`config.mk`:
```
export PLATFORM = sky130hd
export DESIGN_NAME = spd_phase_cmp
export DESIGN_NICKNAME = d
export VERILOG_FILES = /design/src/rtl/spc_pkg.sv /design/src/rtl/spc_edge_filt.sv /design/src/rtl/spc_pfd.sv /design/src/rtl/spc_lock_det.sv /design/src/rtl/spd_phase_cmp.sv
export SDC_FILE = /design/constraint.sdc
export NUM_CORES = 1
export LEC_CHECK = 0
export BUFFER_PORTS_ARGS = -buffer_cell sky130_fd_sc_hd__buf_4
export CORE_ASPECT_RATIO = 0.75
export CORE_MARGIN = 2
export CORE_UTILIZATION = 25
export DETAILED_ROUTE_END_ITERATION = 12
export GPL_TIMING_DRIVEN = 0
export MAX_ROUTING_LAYER = met4
export SYNTH_ARGS = -nofsm -noshare
export SYNTH_HDL_FRONTEND = slang
export SYNTH_SLANG_ARGS = --single-unit
```
`constraint.sdc`:
```
create_clock -name clk -period 6.7 [get_ports clk]
set_input_delay 0 -clock clk [delete_from_list [all_inputs] [get_ports clk]]
set_output_delay 0 -clock clk [all_outputs]
set_load 0.05 [all_outputs]
```
`src/rtl/spc_pkg.sv`:
```
package spc_pkg;
   typedef enum logic {POL_FALL = 1'b0, POL_RISE = 1'b1} edge_pol_e;
endpackage

```
`src/rtl/spc_edge_filt.sv`:
```
module spc_edge_filt
   import spc_pkg::*;
#(
   parameter int        SYNC_STAGES = 2,
   parameter int        FILT_LEN    = 4,
   parameter edge_pol_e POL         = POL_RISE
) (
   input  logic clk,
   input  logic rst_n,
   input  logic din,
   output logic edge_o
);
   localparam logic TGT = (POL == POL_RISE);

   if (SYNC_STAGES < 2) begin : g_bad_sync
      $error("spc_edge_filt: SYNC_STAGES must be at least 2");
   end
   if (FILT_LEN < 1) begin : g_bad_filt
      $error("spc_edge_filt: FILT_LEN must be at least 1");
   end

   logic [SYNC_STAGES-1:0] sync_q;
   logic                   smp;
   logic                   lvl_q;

   always_ff @(posedge clk or negedge rst_n) begin
      if (!rst_n) sync_q <= '0;
      else        sync_q <= {sync_q[SYNC_STAGES-2:0], din};
   end
   assign smp = sync_q[SYNC_STAGES-1];

   if (FILT_LEN == 1) begin : g_nofilt
      always_ff @(posedge clk or negedge rst_n) begin
         if (!rst_n) begin
            lvl_q  <= 1'b0;
            edge_o <= 1'b0;
         end else begin
            lvl_q  <= smp;
            edge_o <= (smp != lvl_q) && (smp == TGT);
         end
      end
   end else begin : g_filt
      localparam int CW = $clog2(FILT_LEN);
      localparam logic [CW-1:0] LAST = CW'(FILT_LEN - 1);
      logic [CW-1:0] hold_q;
      logic          accept;
      assign accept = (smp != lvl_q) && (hold_q == LAST);
      always_ff @(posedge clk or negedge rst_n) begin
         if (!rst_n) begin
            lvl_q  <= 1'b0;
            hold_q <= '0;
            edge_o <= 1'b0;
         end else begin
            edge_o <= accept && (smp == TGT);
            if (smp == lvl_q) begin
               hold_q <= '0;
            end else if (accept) begin
               lvl_q  <= smp;
               hold_q <= '0;
            end else begin
               hold_q <= hold_q + 1'b1;
            end
         end
      end
   end
endmodule

```
`src/rtl/spc_pfd.sv`:
```
module spc_pfd (
   input  logic clk,
   input  logic rst_n,
   input  logic enable,
   input  logic ref_edge,
   input  logic fb_edge,
   output logic up,
   output logic dn,
   output logic close
);
   logic up_n, dn_n;

   always_comb begin
      up_n  = up;
      dn_n  = dn;
      close = 1'b0;
      if (ref_edge && !fb_edge) begin
         if (dn) begin
            dn_n  = 1'b0;
            close = 1'b1;
         end else begin
            up_n = 1'b1;
         end
      end else if (fb_edge && !ref_edge) begin
         if (up) begin
            up_n  = 1'b0;
            close = 1'b1;
         end else begin
            dn_n = 1'b1;
         end
      end else if (ref_edge && fb_edge) begin
         close = 1'b1;
      end
      if (!enable) begin
         up_n  = 1'b0;
         dn_n  = 1'b0;
         close = 1'b0;
      end
   end

   always_ff @(posedge clk or negedge rst_n) begin
      if (!rst_n) begin
         up <= 1'b0;
         dn <= 1'b0;
      end else begin
         up <= up_n;
         dn <= dn_n;
      end
   end
endmodule

```
`src/rtl/spc_lock_det.sv`:
```
module spc_lock_det #(
   parameter int CNT_W    = 12,
   parameter int LOCK_RUN = 4
) (
   input  logic             clk,
   input  logic             rst_n,
   input  logic             enable,
   input  logic             busy,
   input  logic             close,
   input  logic [CNT_W-1:0] win,
   output logic             locked
);
   localparam int RW = $clog2(LOCK_RUN + 1);
   localparam logic [RW-1:0] RUN_MAX = RW'(LOCK_RUN);

   if (LOCK_RUN < 1) begin : g_bad_run
      $error("spc_lock_det: LOCK_RUN must be at least 1");
   end
   if (CNT_W < 2) begin : g_bad_cnt
      $error("spc_lock_det: CNT_W must be at least 2");
   end

   logic [CNT_W-1:0] wid_q;
   logic [RW-1:0]    run_q;
   logic             too_wide;

   assign too_wide = busy && (({1'b0, wid_q} + 1'b1) >= {1'b0, win});

   always_ff @(posedge clk or negedge rst_n) begin
      if (!rst_n) begin
         wid_q <= '0;
         run_q <= '0;
      end else if (!enable) begin
         wid_q <= '0;
         run_q <= '0;
      end else begin
         if (close || !busy)     wid_q <= '0;
         else if (~&wid_q)       wid_q <= wid_q + 1'b1;
         if (too_wide)                    run_q <= '0;
         else if (close && run_q != RUN_MAX) run_q <= run_q + 1'b1;
      end
   end

   assign locked = (run_q == RUN_MAX);
endmodule

```
`src/rtl/spd_phase_cmp.sv`:
```
module spd_phase_cmp
   import spc_pkg::*;
#(
   parameter int SYNC_STAGES = 2,
   parameter int FILT_LEN    = 4,
   parameter int CNT_W       = 12,
   parameter int LOCK_RUN    = 4
) (
   input  logic             clk,
   input  logic             rst_n,
   input  logic             enable,
   input  logic             ref_clk_i,
   input  logic             fb_i,
   input  logic [CNT_W-1:0] lock_win_i,
   output logic             up_o,
   output logic             dn_o,
   output logic             locked_o
);
   logic ref_edge, fb_edge, close;

   spc_edge_filt #(.SYNC_STAGES(SYNC_STAGES), .FILT_LEN(FILT_LEN), .POL(POL_FALL)) u_ref (
      .clk(clk), .rst_n(rst_n), .din(ref_clk_i), .edge_o(ref_edge));

   spc_edge_filt #(.SYNC_STAGES(SYNC_STAGES), .FILT_LEN(FILT_LEN), .POL(POL_RISE)) u_fb (
      .clk(clk), .rst_n(rst_n), .din(fb_i), .edge_o(fb_edge));

   spc_pfd u_pfd (
      .clk(clk), .rst_n(rst_n), .enable(enable), .ref_edge(ref_edge), .fb_edge(fb_edge),
      .up(up_o), .dn(dn_o), .close(close));

   spc_lock_det #(.CNT_W(CNT_W), .LOCK_RUN(LOCK_RUN)) u_lock (
      .clk(clk), .rst_n(rst_n), .enable(enable), .busy(up_o | dn_o), .close(close),
      .win(lock_win_i), .locked(locked_o));
endmodule

```
; ---- Yosys cells after proc, flatten, opt, wreduce, memory -nomap -nowiden
; Cells that the tools add are included.
[totals]
latchBits = 0
wordCells = 77
regBits = 29
mem_bits_ro = 0
inputBits = 17
ramBits = 0
mem_count = 0
[classes]
n_mux = 24
n_bitwise = 4
n_div = 0
shift = 0
addsub = 5
eq_ne = 13
reduce_logical = 18
magnitude_cmp = 1
multipliers = 0
[ops]
columns = op, n
row1 = $mux 12, 3
row2 = $mux 1, 14
row3 = $add 12x1->13 const B, 1
row4 = $ge 13x12->1, 1
row5 = $add 12x1->12 const B, 1
row6 = $reduce_and 12->1, 1
row7 = $logic_and 1x1->1, 9
row8 = $mux 3, 3
row9 = $ne 3x3->1 const B, 3
row10 = $mux 2, 4
row11 = $reduce_and 2->1, 4
row12 = $ne 3x1->1 const B, 2
row13 = $add 2x1->2 const B, 2
row14 = $eq 2x2->1 const B, 2
row15 = $add 3x1->3 const B, 1
row16 = $eq 3x3->1 const B, 1
row17 = $logic_not 1->1, 3
row18 = $ne 3x2->1 const B, 1
row19 = $not 1->1, 3
row20 = $eq 1x1->1, 2
row21 = $ne 1x1->1, 2
row22 = $logic_or 1x1->1, 1
row23 = $or 1x1->1, 1

; ---- Logic depth before layout (Yosys ltp)
; Gate-level depths: netlist of the first run.
[logic_depth]
depth_word = 9
mapped_depth = 11

; ---- Modules after synthesis
; A second synthesis of the first run with hierarchy kept.
[unflattened]
hier_cells = 171
area_unflattened_um2 = 1776.7
[by_module_without_submodules]
columns = mod, cells_per_inst, area_each_um2, instances, seq_area_each_um2
row1 = spc_lock_det, 130, 1239.9, 1, 375.4
row2 = spc_edge_filt (u_ref), 12, 209.0, 1, 150.1
row3 = spc_edge_filt (u_fb), 14, 203.9, 1, 150.1
row4 = spc_pfd, 14, 117.6, 1, 50.0
row5 = spd_phase_cmp, 1, 6.3, 1, 0.0

; ---- Worst setup path before layout of the first run
; OpenSTA, ideal clock, no wires.
[synth_timing]
kind = register to register
startpoint = register u_lock.wid_q[0]
endpoint = register u_lock.run_q[2]
setup_slack_ns = 4.413
period_less_slack_ns = 2.287
arrival_ns = 2.201
path_stages_with_launch = 12
path_buffers = 0
setup_ns = 0.087
path_cell_list = dfrtp_1 -> ha_1 -> nand3_1 -> nor2_1 -> and3_1 -> xor2_1 -> ha_1 -> a21oi_1 -> o21ai_0 -> o21ai_0 -> o311ai_2 -> a211oi_2
[synth_between]
elab_chain_len = 5
[synth_rtl]
columns = item, line_no
row1 = from (decl), spc_lock_det.sv:23  ; logic [CNT_W-1:0] wid_q;
row2 = from (signal assigned), spc_lock_det.sv:38  ; else if (~&wid_q) wid_q <= wid_q + 1'b1;
row3 = $add 12x1->13 (*), spc_lock_det.sv:27  ; assign too_wide = busy && (({1'b0, wid_q} + 1'b1) >= {1'b0, win});
row4 = $ge 13x12->1 (*), spc_lock_det.sv:27
row5 = $logic_and 1x1->1 (*), spc_lock_det.sv:27
row6 = $mux 3, spc_lock_det.sv:39  ; if (too_wide) run_q <= '0;
row7 = $mux 3, spc_lock_det.sv:33  ; end else if (!enable) begin
row8 = to (signal assigned), spc_lock_det.sv:40  ; else if (close && run_q != RUN_MAX) run_q <= run_q + 1'b1;
row9 = to (decl), spc_lock_det.sv:24  ; logic [RW-1:0] run_q;
; Every way passes the cells marked *; elsewhere a longest branch is shown, timed or not.
; A chain may end at the register's enable or synchronous reset.

; ---- Final worst setup path of the first run
; Same ends and word-level chain as after synthesis.

==> results of run 1 <==
[final cells by class]
| type | count | share of cell area |
|---|---|---|
| multi-input cells | 125 | 0.4388 |
| flip-flops and latches | 29 | 0.3380 |
| repair buffers | 23 | 0.08508 |
| well taps | 84 | 0.04895 |
| clock buffers | 7 | 0.04021 |
| inverters | 19 | 0.03322 |
| clock inverters | 1 | 0.01399 |
| plain buffers | 1 | 0.001748 |
[worst max-delay path: stages, from the launching register on]
cell	delay [ps]
dfrtp_1	420
ha_1	320
nand3_1	100
nor2_1	230
and3_1	270
xor2_1	160
ha_1	250
a21oi_1	140
o21ai_0	110
o21ai_0	210
o311ai_2	180
a211oi_2	170
[registers in the layout (all words and copies together), names as in the netlist, 2 cells and up]
register / cells
u_lock.wid_q: 12
u_lock.run_q: 3
u_ref.sync_q: 2
u_fb.sync_q: 2
u_fb.g_filt.hold_q: 2
u_ref.g_filt.hold_q: 2
[worst max-delay path by stage]
| stage | start | end | cells after the start | slack (ps) |
|---|---|---|---|---|
| after floorplan | u_lock.wid_q[0]$_DFFE_PN0P_ | u_lock.run_q[2]$_DFFE_PN0P_ | 11 | 4410 |
| after global placement | u_lock.wid_q[0]$_DFFE_PN0P_ | u_lock.run_q[2]$_DFFE_PN0P_ | 11 | 4090 |
| after detailed placement | u_lock.wid_q[0]$_DFFE_PN0P_ | u_lock.run_q[2]$_DFFE_PN0P_ | 11 | 4070 |
| after CTS | u_lock.wid_q[0]$_DFFE_PN0P_ | u_lock.run_q[2]$_DFFE_PN0P_ | 11 | 4050 |
| after global routing | u_lock.wid_q[0]$_DFFE_PN0P_ | u_lock.run_q[2]$_DFFE_PN0P_ | 11 | 3790 |
| final | u_lock.wid_q[0]$_DFFE_PN0P_ | u_lock.run_q[2]$_DFFE_PN0P_ | 11 | 4050 |
[what timing repair did]
item	4_1_cts	5_1_grt
buffers inserted	0	0
setup endpoints to repair	0	0
hold buffers	4	0
endpoints found under the hold margin	32	0
[cell families after synthesis]
logic type                 share of synthesized area
buffers and inverters                        0.04307
xor gates and xnor gates                     0.07035
and+or+nand+nor                               0.2089
adders and majority gates                     0.1220
DFF                                           0.4164
muxes                                        0.03015
AOI/OAI and AO/OA                             0.1091
[through the flow]
step / hold WS (ps) / util
after floorplan: -295.6 / -
after global placement: -47.10 / 0.2942
after detailed placement: -43.91 / 0.2942
after CTS: 199.3 / 0.3173
after global routing: 228.3 / 0.3173
final: 170.3 / 0.3173
[power groups by stage]
stage | logic, uW | registers, uW | clock network, uW
2_1_floorplan | 41.3 | 210 | 0
3_3_place_gp | 63.8 | 209 | 0
3_5_place_dp | 65.1 | 210 | 0
4_1_cts | 67.8 | 206 | 195
5_1_grt | 76.2 | 209 | 204
6_report | 66.3 | 206 | 189
[routing by layer]
metal / GRT usage / part of all wire / up-vias
li1: - / - / 653
met1: 0.1322 / 0.52 / 596
met2: 0.1275 / 0.42 / 26
met3: 0.03670 / 0.042 / 8
met4: 0.03288 / 0.018 / 0
met5: - / 0 / -
[placed cells by master, fill, tap and decap left out, types with 3 or more instances in the layout]
master / Yosys / final
nand3_1: 10 / 10
xor2_1: 8 / 8
mux2i_1: 3 / 3
xnor2_1: 6 / 6
nor3_1: 4 / 4
clkbuf_8: 0 / 6
inv_1: 19 / 19
o21ai_0: 8 / 8
dfrtp_1: 29 / 29
nor2b_1: 5 / 5
a21oi_1: 3 / 3
buf_4: 0 / 19
dlygate4sd3_1: 0 / 4
ha_1: 17 / 17
nor2_1: 23 / 23
nand2_1: 8 / 8
nand4_1: 3 / 3
==> results.md, run 1 <==
* Status: finished clean
* Slew HR at 0.6561
* End of the worst register-to-register path: u_lock.run_q[2]$_DFFE_PN0P_
* Reg2Reg Depth at 11
* Reg power frac at 0.447
* Sw frac at 0.2403
* Port Buffers at 19
* Initial DRC count at 58
* CTS tree: yes
* Net switching power at 110.9 uW
* Crit share post-route at 0.3956
* Pint at 350.6 uW
* Rows at 26
* Die Wd at 100.4 um
* Layout fillers at 701
* Max Slew Vio Count at 0
* Via-per-instance ratio at 4.439
* Global-route wire length before repair at 5609 um
* Setup ws final at 4049 ps
* Ys async rst share at 1.000
* EDFF count, synth at 0
* Clock share of power at 0.409
* Worst R2R Setup Slack at 4050 ps
* Die Area at 7663 um^2
* Power density cells at 214.9 nW/um^2
* Largest net degree at the start of global routing at 30
* Worst r2r src: u_lock.wid_q[0]$_DFFE_PN0P_
* Pre-CTS WS at 4070 ps
* Max cap viols at 0
* Seq cells post-synth at 29
* Starting Density at 0.2576
* Final hold viol count at 0
* Critical Path Source Type: register
* HP Class: in -> async
* Ranking of synthesized cells by area: dfrtp_1 42%, ha_1 12%, nor2_1 5.0%
* Worst-margin pin slew at 515.8 ps
* Worst-path clk slew at 70 ps
* RSZ-0062 raised after global routing: no
* Yosys warning count at 0
* Cells after DPL at 277
* Period minus WS final at 2651 ps
* Worst Path Max Fanout at 6
* Gpl congestion at 0.7392
* Area Growth Syn to Fin at 23.19%
* Endpoint type of the worst setup path: register
* CTS buffer count at 5
* Power Total at 461.4 uW
* I/O pin total at 20
* Most common cell in the netlist: dfrtp_1
* Share of cells above drive strength 1 at 0.1854
* WL final at 3273 um
* Initial DRT Pass Iterations at 4
* Peak supply drop at 0.00007619 V
* Residual DRC count at 0
* Sequential area share after synthesis at 0.4164
* Layout net count at 238
* Post-cts sizing count at 0
* WS Path Type: reg -> reg
* Worst EP required at 6890 ps
* Synth top area share at 0.4164
* # setup viols final at 0
* Root Buffer: clkbuf_8
* Synth Flop Type: dfrtp_1
* Yosys cell types at 34
* All-Layer GR Usage at 0.09589
* Die H at 76.31 um
* Syn nets at 208
* Logic pwr share at 0.144
* Antenna-violating nets left at 0
* DR WL/cell at 11.33 um
* Max Root-Sink Buffers at 2
* Clk Latency, worst-skew pair at 290 ps
* CP arrival at 2840 ps
* Leading area contributor after synthesis: dfrtp_1
* Antenna cells at 0
* Core area at 6766 um^2
* Finished Cell Area at 2147 um^2
* FF/Latch Area at 725.7 um^2
* Multi-input logic area at 942.2 um^2
* P_leak at 0.001064 uW
* Synth Instances at 174
* Mean post-synth cell area at 10.02 um^2
* Top cells by count, synth: 29 x dfrtp_1, 23 x nor2_1, 19 x inv_1
* Sink Count at 29
* Vias in the first global route at 1194
* Initial antenna violation count at 0
* Non-filler cells, final at 289
* H-tree depth at 2
* Max Clk Rate at 377.2 MHz
* Cell Area, Placed at 1991 um^2
* Dpl hpwl at 2513 um
* Setup TNS at 0 ps
* GRT Residual Overflow at 0
* Routed vias at 1283
* Clock skew at 11.11 ps
* Mapped Area at 1743 um^2
(Power assumes the default switching activity.)
==> run 2, diff against run 1 <==
==> constraint.sdc (replaced) <==
create_clock -name clk -period 2.4 [get_ports clk]
set_input_delay 0 -clock clk [delete_from_list [all_inputs] [get_ports clk]]
set_output_delay 0 -clock clk [all_outputs]
set_load 0.05 [all_outputs]
==> run 2 against run 1 <==
Core utilization rose by 3.1 points. Highest routed layer unchanged. Critical path depth is 1 lower. Sequential cell count stayed put. Fmax rose by 12%. Largest power group unchanged. First-iteration DRC count rose by 10%. Non-clock buffer count up 12. Sequential power rose to 2.8 times the previous value.
==> results.md, run 2 (synthesis gave the netlist of run 1 again) <==
* Final hold viol count at 0 (unchanged)
* CP arrival at 2560 ps (was 2840 ps)
* Vias in the first global route at 1209 (was 1194)
* Cells after DPL at 277 (unchanged)
* Global-route wire length before repair at 5616 um (was 5609 um)
* Share of cells above drive strength 1 at 0.3318 (was 0.1854)
* Gpl congestion at 0.7392 (unchanged)
* Port Buffers at 19 (unchanged)
* End of the worst register-to-register path: u_lock.run_q[2]$_DFFE_PN0P_ (unchanged)
* Status: finished clean (unchanged)
* GRT Residual Overflow at 0 (unchanged)
* Antenna cells at 0 (unchanged)
* Residual DRC count at 0 (unchanged)
* Initial antenna violation count at 0 (unchanged)
* Starting Density at 0.2576 (unchanged)
* H-tree depth at 2 (unchanged)
* Slew HR at 0.6654 (was 0.6561)
* Max cap viols at 0 (unchanged)
* Worst-margin pin slew at 501.9 ps (was 515.8 ps)
* Worst R2R Setup Slack at 30 ps (was 4050 ps)
* WS Path Type: reg -> reg (unchanged)
* RSZ-0062 raised after global routing: yes (was no)
* Largest register FFs at 12 (unchanged)
* Most common cell after layout, fill and taps aside: buf_4 (was dfrtp_1)
* Non-filler cells, final at 301 (was 289)
* Die Wd at 100.4 um (unchanged)
* Most flop-heavy register: u_lock.wid_q (unchanged)
* CTS buffer count at 5 (unchanged)
* Largest net degree at the start of global routing at 30 (unchanged)
* Initial DRC count at 64 (was 58)
* Post-layout util at 0.3486 (was 0.3173)
* Crit share post-route at 0.9867 (was 0.3956)
* Layout fillers at 677 (was 701)
* P_leak at 0.001168 uW (was 0.001064 uW)
* # setup viols final at 0 (unchanged)
* Initial DRT Pass Iterations at 4 (unchanged)
* All-Layer GR Usage at 0.09610 (was 0.09589)
* Power density cells at 551.4 nW/um^2 (was 214.9 nW/um^2)
* Pre-CTS WS at -229.6 ps (was 4070 ps)
* I/O pin total at 20 (unchanged)
* WL final at 3596 um (was 3273 um)
* DR WL/cell at 11.95 um (was 11.33 um)
* Area Growth Syn to Fin at 35.32% (was 23.19%)
* Root Buffer: clkbuf_8 (unchanged)
* Worst-path clk slew at 70 ps (about the same)
* Worst Path Max Fanout at 5 (was 6)
* Most frequent cells in the layout: 31 x buf_4, 26 x dfrtp_1, 20 x nor2_1, 19 x inv_1, 16 x ha_1 (was 29 x dfrtp_1, 23 x nor2_1, 19 x inv_1, 19 x buf_4, 17 x ha_1)
* Dpl hpwl at 2513 um (unchanged)
* Clock skew at 12.16 ps (was 11.11 ps)
* Peak supply drop at 0.0002134 V (was 0.00007619 V)
* CTS tree: yes (unchanged)
* Layout net count at 250 (was 238)
* Max Clk Rate at 422.3 MHz (was 377.2 MHz)
* Regs by FF count: u_lock.wid_q: 12 flops, u_lock.run_q: 3 flops (unchanged)
* Setup TNS at 0 ps (unchanged)
* Via-per-instance ratio at 4.472 (was 4.439)
* Reg2Reg Depth at 10 (was 11)
* Routed vias at 1346 (was 1283)
* Antenna-violating nets left at 0 (unchanged)
* Endpoint type of the worst setup path: register (unchanged)
* Core area at 6766 um^2 (unchanged)
* Worst EP required at 2590 ps (was 6890 ps)
* Clk Latency, worst-skew pair at 290 ps (about the same)
* HP Class: in -> async (unchanged)
* Sink Count at 29 (unchanged)
* Setup crit start: u_lock.wid_q[0]$_DFFE_PN0P_ (unchanged)
* Setup ws final at 31.94 ps (was 4049 ps)
* Period minus WS final at 2368 ps (was 2651 ps)
* Max Root-Sink Buffers at 2 (unchanged)
* Critical Path Source Type: register (unchanged)
* Max Slew Vio Count at 0 (unchanged)
* Die Area at 7663 um^2 (unchanged)
* Worst r2r src: u_lock.wid_q[0]$_DFFE_PN0P_ (unchanged)
* Die H at 76.31 um (unchanged)
* Rows at 26 (unchanged)
[run 2: how the worst max path moves through the flow]
stage                                             end  slack (ps)
final                     u_lock.run_q[2]$_DFFE_PN0P_          30
after global routing      u_lock.run_q[2]$_DFFE_PN0P_        -130
after CTS                 u_lock.run_q[2]$_DFFE_PN0P_         -10
after detailed placement  u_lock.run_q[2]$_DFFE_PN0P_        -230
after global placement    u_lock.run_q[2]$_DFFE_PN0P_        -210
after floorplan           u_lock.run_q[2]$_DFFE_PN0P_         110
[run 2: final cells by class]
type / count / area, um^2 / area share
Buffer: 1 / 3.754 / 0.001592
Tap cell: 84 / 105.1 / 0.04456
Timing Repair Buffer: 35 / 272.8 / 0.1157
Inverter: 19 / 71.32 / 0.03024
Sequential cell: 29 / 729.5 / 0.3093
Clock inverter: 1 / 30.03 / 0.01273
Clock buffer: 7 / 86.33 / 0.03660
Multi-Input combinational cell: 125 / 1060 / 0.4493
[run 2: through the flow]
| step | cell area (um^2) | hold WS, ps | total power [uW] |
|---|---|---|---|
| after floorplan | 1743 | -295.6 | 701.8 |
| after global placement | 1991 | -47.10 | 761.0 |
| after detailed placement | 1991 | -43.91 | 767.1 |
| after CTS | 2180 | 199.3 | 1311 |
| after global routing | 2359 | 225.7 | 1378 |
| final | 2359 | 176.4 | 1300 |
[run 2: what timing repair did]
| action | CTS | global route |
|---|---|---|
| buffers inserted | 0 | 12 |
| hold endpoints to repair | 32 | 0 |
| endpoints found under the setup margin | 3 | 3 |
| hold buffers | 4 | 0 |
| pin swaps | 0 | 21 |
| gates resized for setup | 7 | 24 |
[run 2: worst max-delay path: stages (launching register included)]
cell and delay, ps:
dfrtp_2 450, ha_4 190, buf_4 140, nand2_4 50, xnor2_2 80, ha_1 330
a211oi_2 270, nor2_2 80, o311ai_4 310, o311ai_4 160, a211oi_2 210
[run 2: metal layers]
metal | track usage | routed length [um] | up-vias
li1 | - | - | 680
met1 | 0.1334 | 1805 | 632
met2 | 0.1268 | 1581 | 26
met3 | 0.03670 | 151 | 8
met4 | 0.03288 | 58 | 0
met5 | - | 0 | -
[run 2: report_power, final]
part	total, uW	switching (uW)	internal (uW)	leakage, uW
logic	195	92.1	103	0.000727
clock network	529	191	338	0.0000585
registers	577	33.8	543	0.000382
==> run 3, diff against run 2 <==
--- a/config.mk
+++ b/config.mk
@@ -5,7 +5,7 @@
 export SDC_FILE = /design/constraint.sdc
 export NUM_CORES = 1
 export LEC_CHECK = 0
-export BUFFER_PORTS_ARGS = -buffer_cell sky130_fd_sc_hd__buf_4
+export BUFFER_PORTS_ARGS = -buffer_cell sky130_fd_sc_hd__buf_2
 export CORE_ASPECT_RATIO = 0.75
 export CORE_MARGIN = 2
 export CORE_UTILIZATION = 25
==> run 3 against run 2 <==
Design area decreased by 6.1%. Sequential share of layout area increased by 2.0 points. Total power increased by 6.2%. Die area unchanged. Setup slack improved by 120 ps. Clock power increased by 17%. Critical endpoint unchanged. Combinational power decreased by 6%. Register-to-register slack improved by 120 ps.
==> results.md, run 3 (synthesis gave the netlist of run 1 again) <==
* Gpl congestion at 0.7420 (was 0.7392)
* Die H at 76.31 um (unchanged)
* Hold Path Origin: enable
* Regs by FF count: u_lock.wid_q: 12 flops, u_lock.run_q: 3 flops (unchanged)
* Die Area at 7663 um^2 (unchanged)
* Vias in the first global route at 1287 (was 1209)
* Antenna cells at 0 (unchanged)
* Most Frequent Cell on Critical Path: o311ai_4
* Worst-margin pin slew at 694.1 ps (was 501.9 ps)
* Residual DRC count at 0 (unchanged)
* I/O pin total at 20 (unchanged)
* End of the worst register-to-register path: u_lock.run_q[2]$_DFFE_PN0P_ (unchanged)
* All-Layer GR Usage at 0.1065 (was 0.09610)
* Pre-CTS WS at -247.2 ps (was -229.6 ps)
* Crit share post-route at 0.9376 (was 0.9867)
* Slowest stage delay, CP at 400 ps (was 450 ps)
* Global-route wire length before repair at 6141 um (was 5616 um)
* RSZ-0062 raised after global routing: no (was yes)
* WL final at 3505 um (was 3596 um)
* Cells after DPL at 277 (unchanged)
* Clk Latency, worst-skew pair at 290 ps (about the same)
* Endpoint type of the worst setup path: register (unchanged)
* # setup viols final at 0 (unchanged)
* Sink Count at 29 (unchanged)
* CTS buffer count at 5 (unchanged)
* Routed vias at 1288 (was 1346)
* Peak supply drop at 0.0002059 V (was 0.0002134 V)
* Power Total at 1381 uW (was 1300 uW)
* Non-filler cells, final at 294 (was 301)
* Via-per-instance ratio at 4.381 (was 4.472)
* Power density cells at 623.4 nW/um^2 (was 551.4 nW/um^2)
* Largest net degree at the start of global routing at 30 (unchanged)
* Cell Area, Placed at 1943 um^2 (was 1991 um^2)
* Most common cell after layout, fill and taps aside: dfrtp_1 (was buf_4)
* Root Buffer: clkbuf_8 (unchanged)
* Clock skew at 5.727 ps (was 12.16 ps)
* Rows at 26 (unchanged)
* Area Growth Syn to Fin at 27.06% (was 35.32%)
* Worst R2R Setup Slack at 150 ps (was 30 ps)
* Initial antenna violation count at 0 (unchanged)
* Starting Density at 0.2576 (unchanged)
* Slew HR at 0.5373 (was 0.6654)
* Setup ws final at 149.7 ps (was 31.94 ps)
* Max Slew Vio Count at 0 (unchanged)
* H-tree depth at 2 (unchanged)
* Finished Cell Area at 2215 um^2 (was 2359 um^2)
* Status: finished clean (unchanged)
* Layout net count at 243 (was 250)
* Crit path cell chain: and4_4 -> nand2_1 -> xnor2_1 -> ha_1 -> a211oi_1 -> nor2_1 -> o311ai_4 -> o311ai_4 -> a211oi_2 (was ha_4 -> buf_4 -> nand2_4 -> xnor2_2 -> ha_1 -> a211oi_2 -> nor2_2 -> o311ai_4 -> o311ai_4 -> a211oi_2)
* P_leak at 0.001096 uW (was 0.001168 uW)
* WS Path Type: reg -> reg (unchanged)
* Max Clk Rate at 444.4 MHz (was 422.3 MHz)
* Reg2Reg Depth at 9 (was 10)
* Worst Path Max Fanout at 4 (was 5)
* Max Root-Sink Buffers at 2 (unchanged)
* Core area at 6766 um^2 (unchanged)
* Most flop-heavy register: u_lock.wid_q (unchanged)
* Worst r2r src: u_lock.wid_q[4]$_DFFE_PN0P_ (was u_lock.wid_q[0]$_DFFE_PN0P_)
* Period minus WS final at 2250 ps (was 2368 ps)
* Largest register FFs at 12 (unchanged)
* GRT Residual Overflow at 0 (unchanged)
* Port Buffers at 19 (unchanged)
* Share of cells above drive strength 1 at 0.2714 (was 0.3318)
* DR WL/cell at 11.92 um (was 11.95 um)
* Post-layout util at 0.3273 (was 0.3486)
* Die Wd at 100.4 um (unchanged)
* Critical Path Source Type: register (unchanged)
* Hold-critical path endpoint: u_pfd.up$_DFFE_PN0P_
* CP max-delay cell: dfrtp_1 (was dfrtp_2)
* CTS tree: yes (unchanged)
* Worst-path clk slew at 70 ps (about the same)
* Max cap viols at 0 (unchanged)
* Antenna-violating nets left at 0 (unchanged)
* Worst EP required at 2610 ps (was 2590 ps)
* Dpl hpwl at 2540 um (was 2513 um)
* Final hold viol count at 0 (unchanged)
* Most frequent cells in the layout: 26 x dfrtp_1, 21 x nor2_1, 19 x inv_1, 19 x buf_2, 16 x ha_1 (was 31 x buf_4, 26 x dfrtp_1, 20 x nor2_1, 19 x inv_1, 16 x ha_1)
* Hold Crit Depth at 2
* Initial DRC count at 76 (was 64)
* Initial DRT Pass Iterations at 4 (unchanged)
* HP Class: in -> reg (was in -> async)
* CP arrival at 2460 ps (was 2560 ps)
[run 3: cell types whose count changed in the layout (fill, tap and decap cells not counted), moves of 2 or more]
cell,previous run,this run
nand2_1,5,7
o21ai_2,3,1
buf_2,0,19
nor2_4,2,0
buf_4,31,6
[run 3: power by group]
part,switching (uW),internal (uW),total (uW)
combinational,90.6,92.3,183
clock,209,412,621
sequential,33.7,543,576
[run 3: timing repair]
item	4_1_cts	5_1_grt
endpoints found under the hold margin	31	0
gates resized for setup	7	10
endpoints found under the setup margin	3	3
buffers inserted	2	4
hold buffers	3	0
pin swaps	2	6
[run 3: worst max-delay path by stage]
stage | startpoint | end | cells after the start
2_1_floorplan | u_lock.wid_q[0]$_DFFE_PN0P_ | u_lock.run_q[2]$_DFFE_PN0P_ | 11
3_3_place_gp | u_lock.wid_q[0]$_DFFE_PN0P_ | u_lock.run_q[2]$_DFFE_PN0P_ | 11
3_5_place_dp | u_lock.wid_q[0]$_DFFE_PN0P_ | u_lock.run_q[2]$_DFFE_PN0P_ | 11
4_1_cts | u_lock.wid_q[2]$_DFFE_PN0P_ | u_lock.run_q[1]$_DFFE_PN0P_ | 9
5_1_grt | u_lock.wid_q[4]$_DFFE_PN0P_ | u_lock.run_q[2]$_DFFE_PN0P_ | 10
6_report | u_lock.wid_q[4]$_DFFE_PN0P_ | u_lock.run_q[2]$_DFFE_PN0P_ | 9
[run 3: worst max-delay path: cells and delay by family, from the launching register on]
kind | cells | cell delay (ps)
flip-flops | 1 | 400
AO/OA/AOI/OAI | 4 | 840
AND/OR/NAND/NOR | 3 | 460
XOR/XNOR | 1 | 180
adder cells (fa/ha/maj) | 1 | 280
[run 3: metrics by stage]
stage	hold slack [ps]	setup TNS (ps)
after global routing	46.45	0
after CTS	29.26	0
after global placement	72.32	-542.1
after detailed placement	94.68	-671.9
final	25.19	0
after floorplan	-295.6	0
[run 3: routing by layer]
metal	wire length [um]	track usage	up-vias
met5	0	-	-
met4	72	0.04658	0
met3	119	0.02936	8
met2	1528	0.1517	17
met1	1785	0.1409	600
li1	-	-	663
[run 3: final cells by class]
| type | count | area [um^2] |
|---|---|---|
| plain buffers | 1 | 3.754 |
| clock buffers | 5 | 68.82 |
| clock inverters | 3 | 65.06 |
| fillers | 721 | 4552 |
| inverters | 19 | 71.32 |
| multi-input cells | 125 | 1001 |
| flip-flops and latches | 29 | 729.5 |
| well taps | 84 | 105.1 |
| repair buffers | 28 | 170.2 |
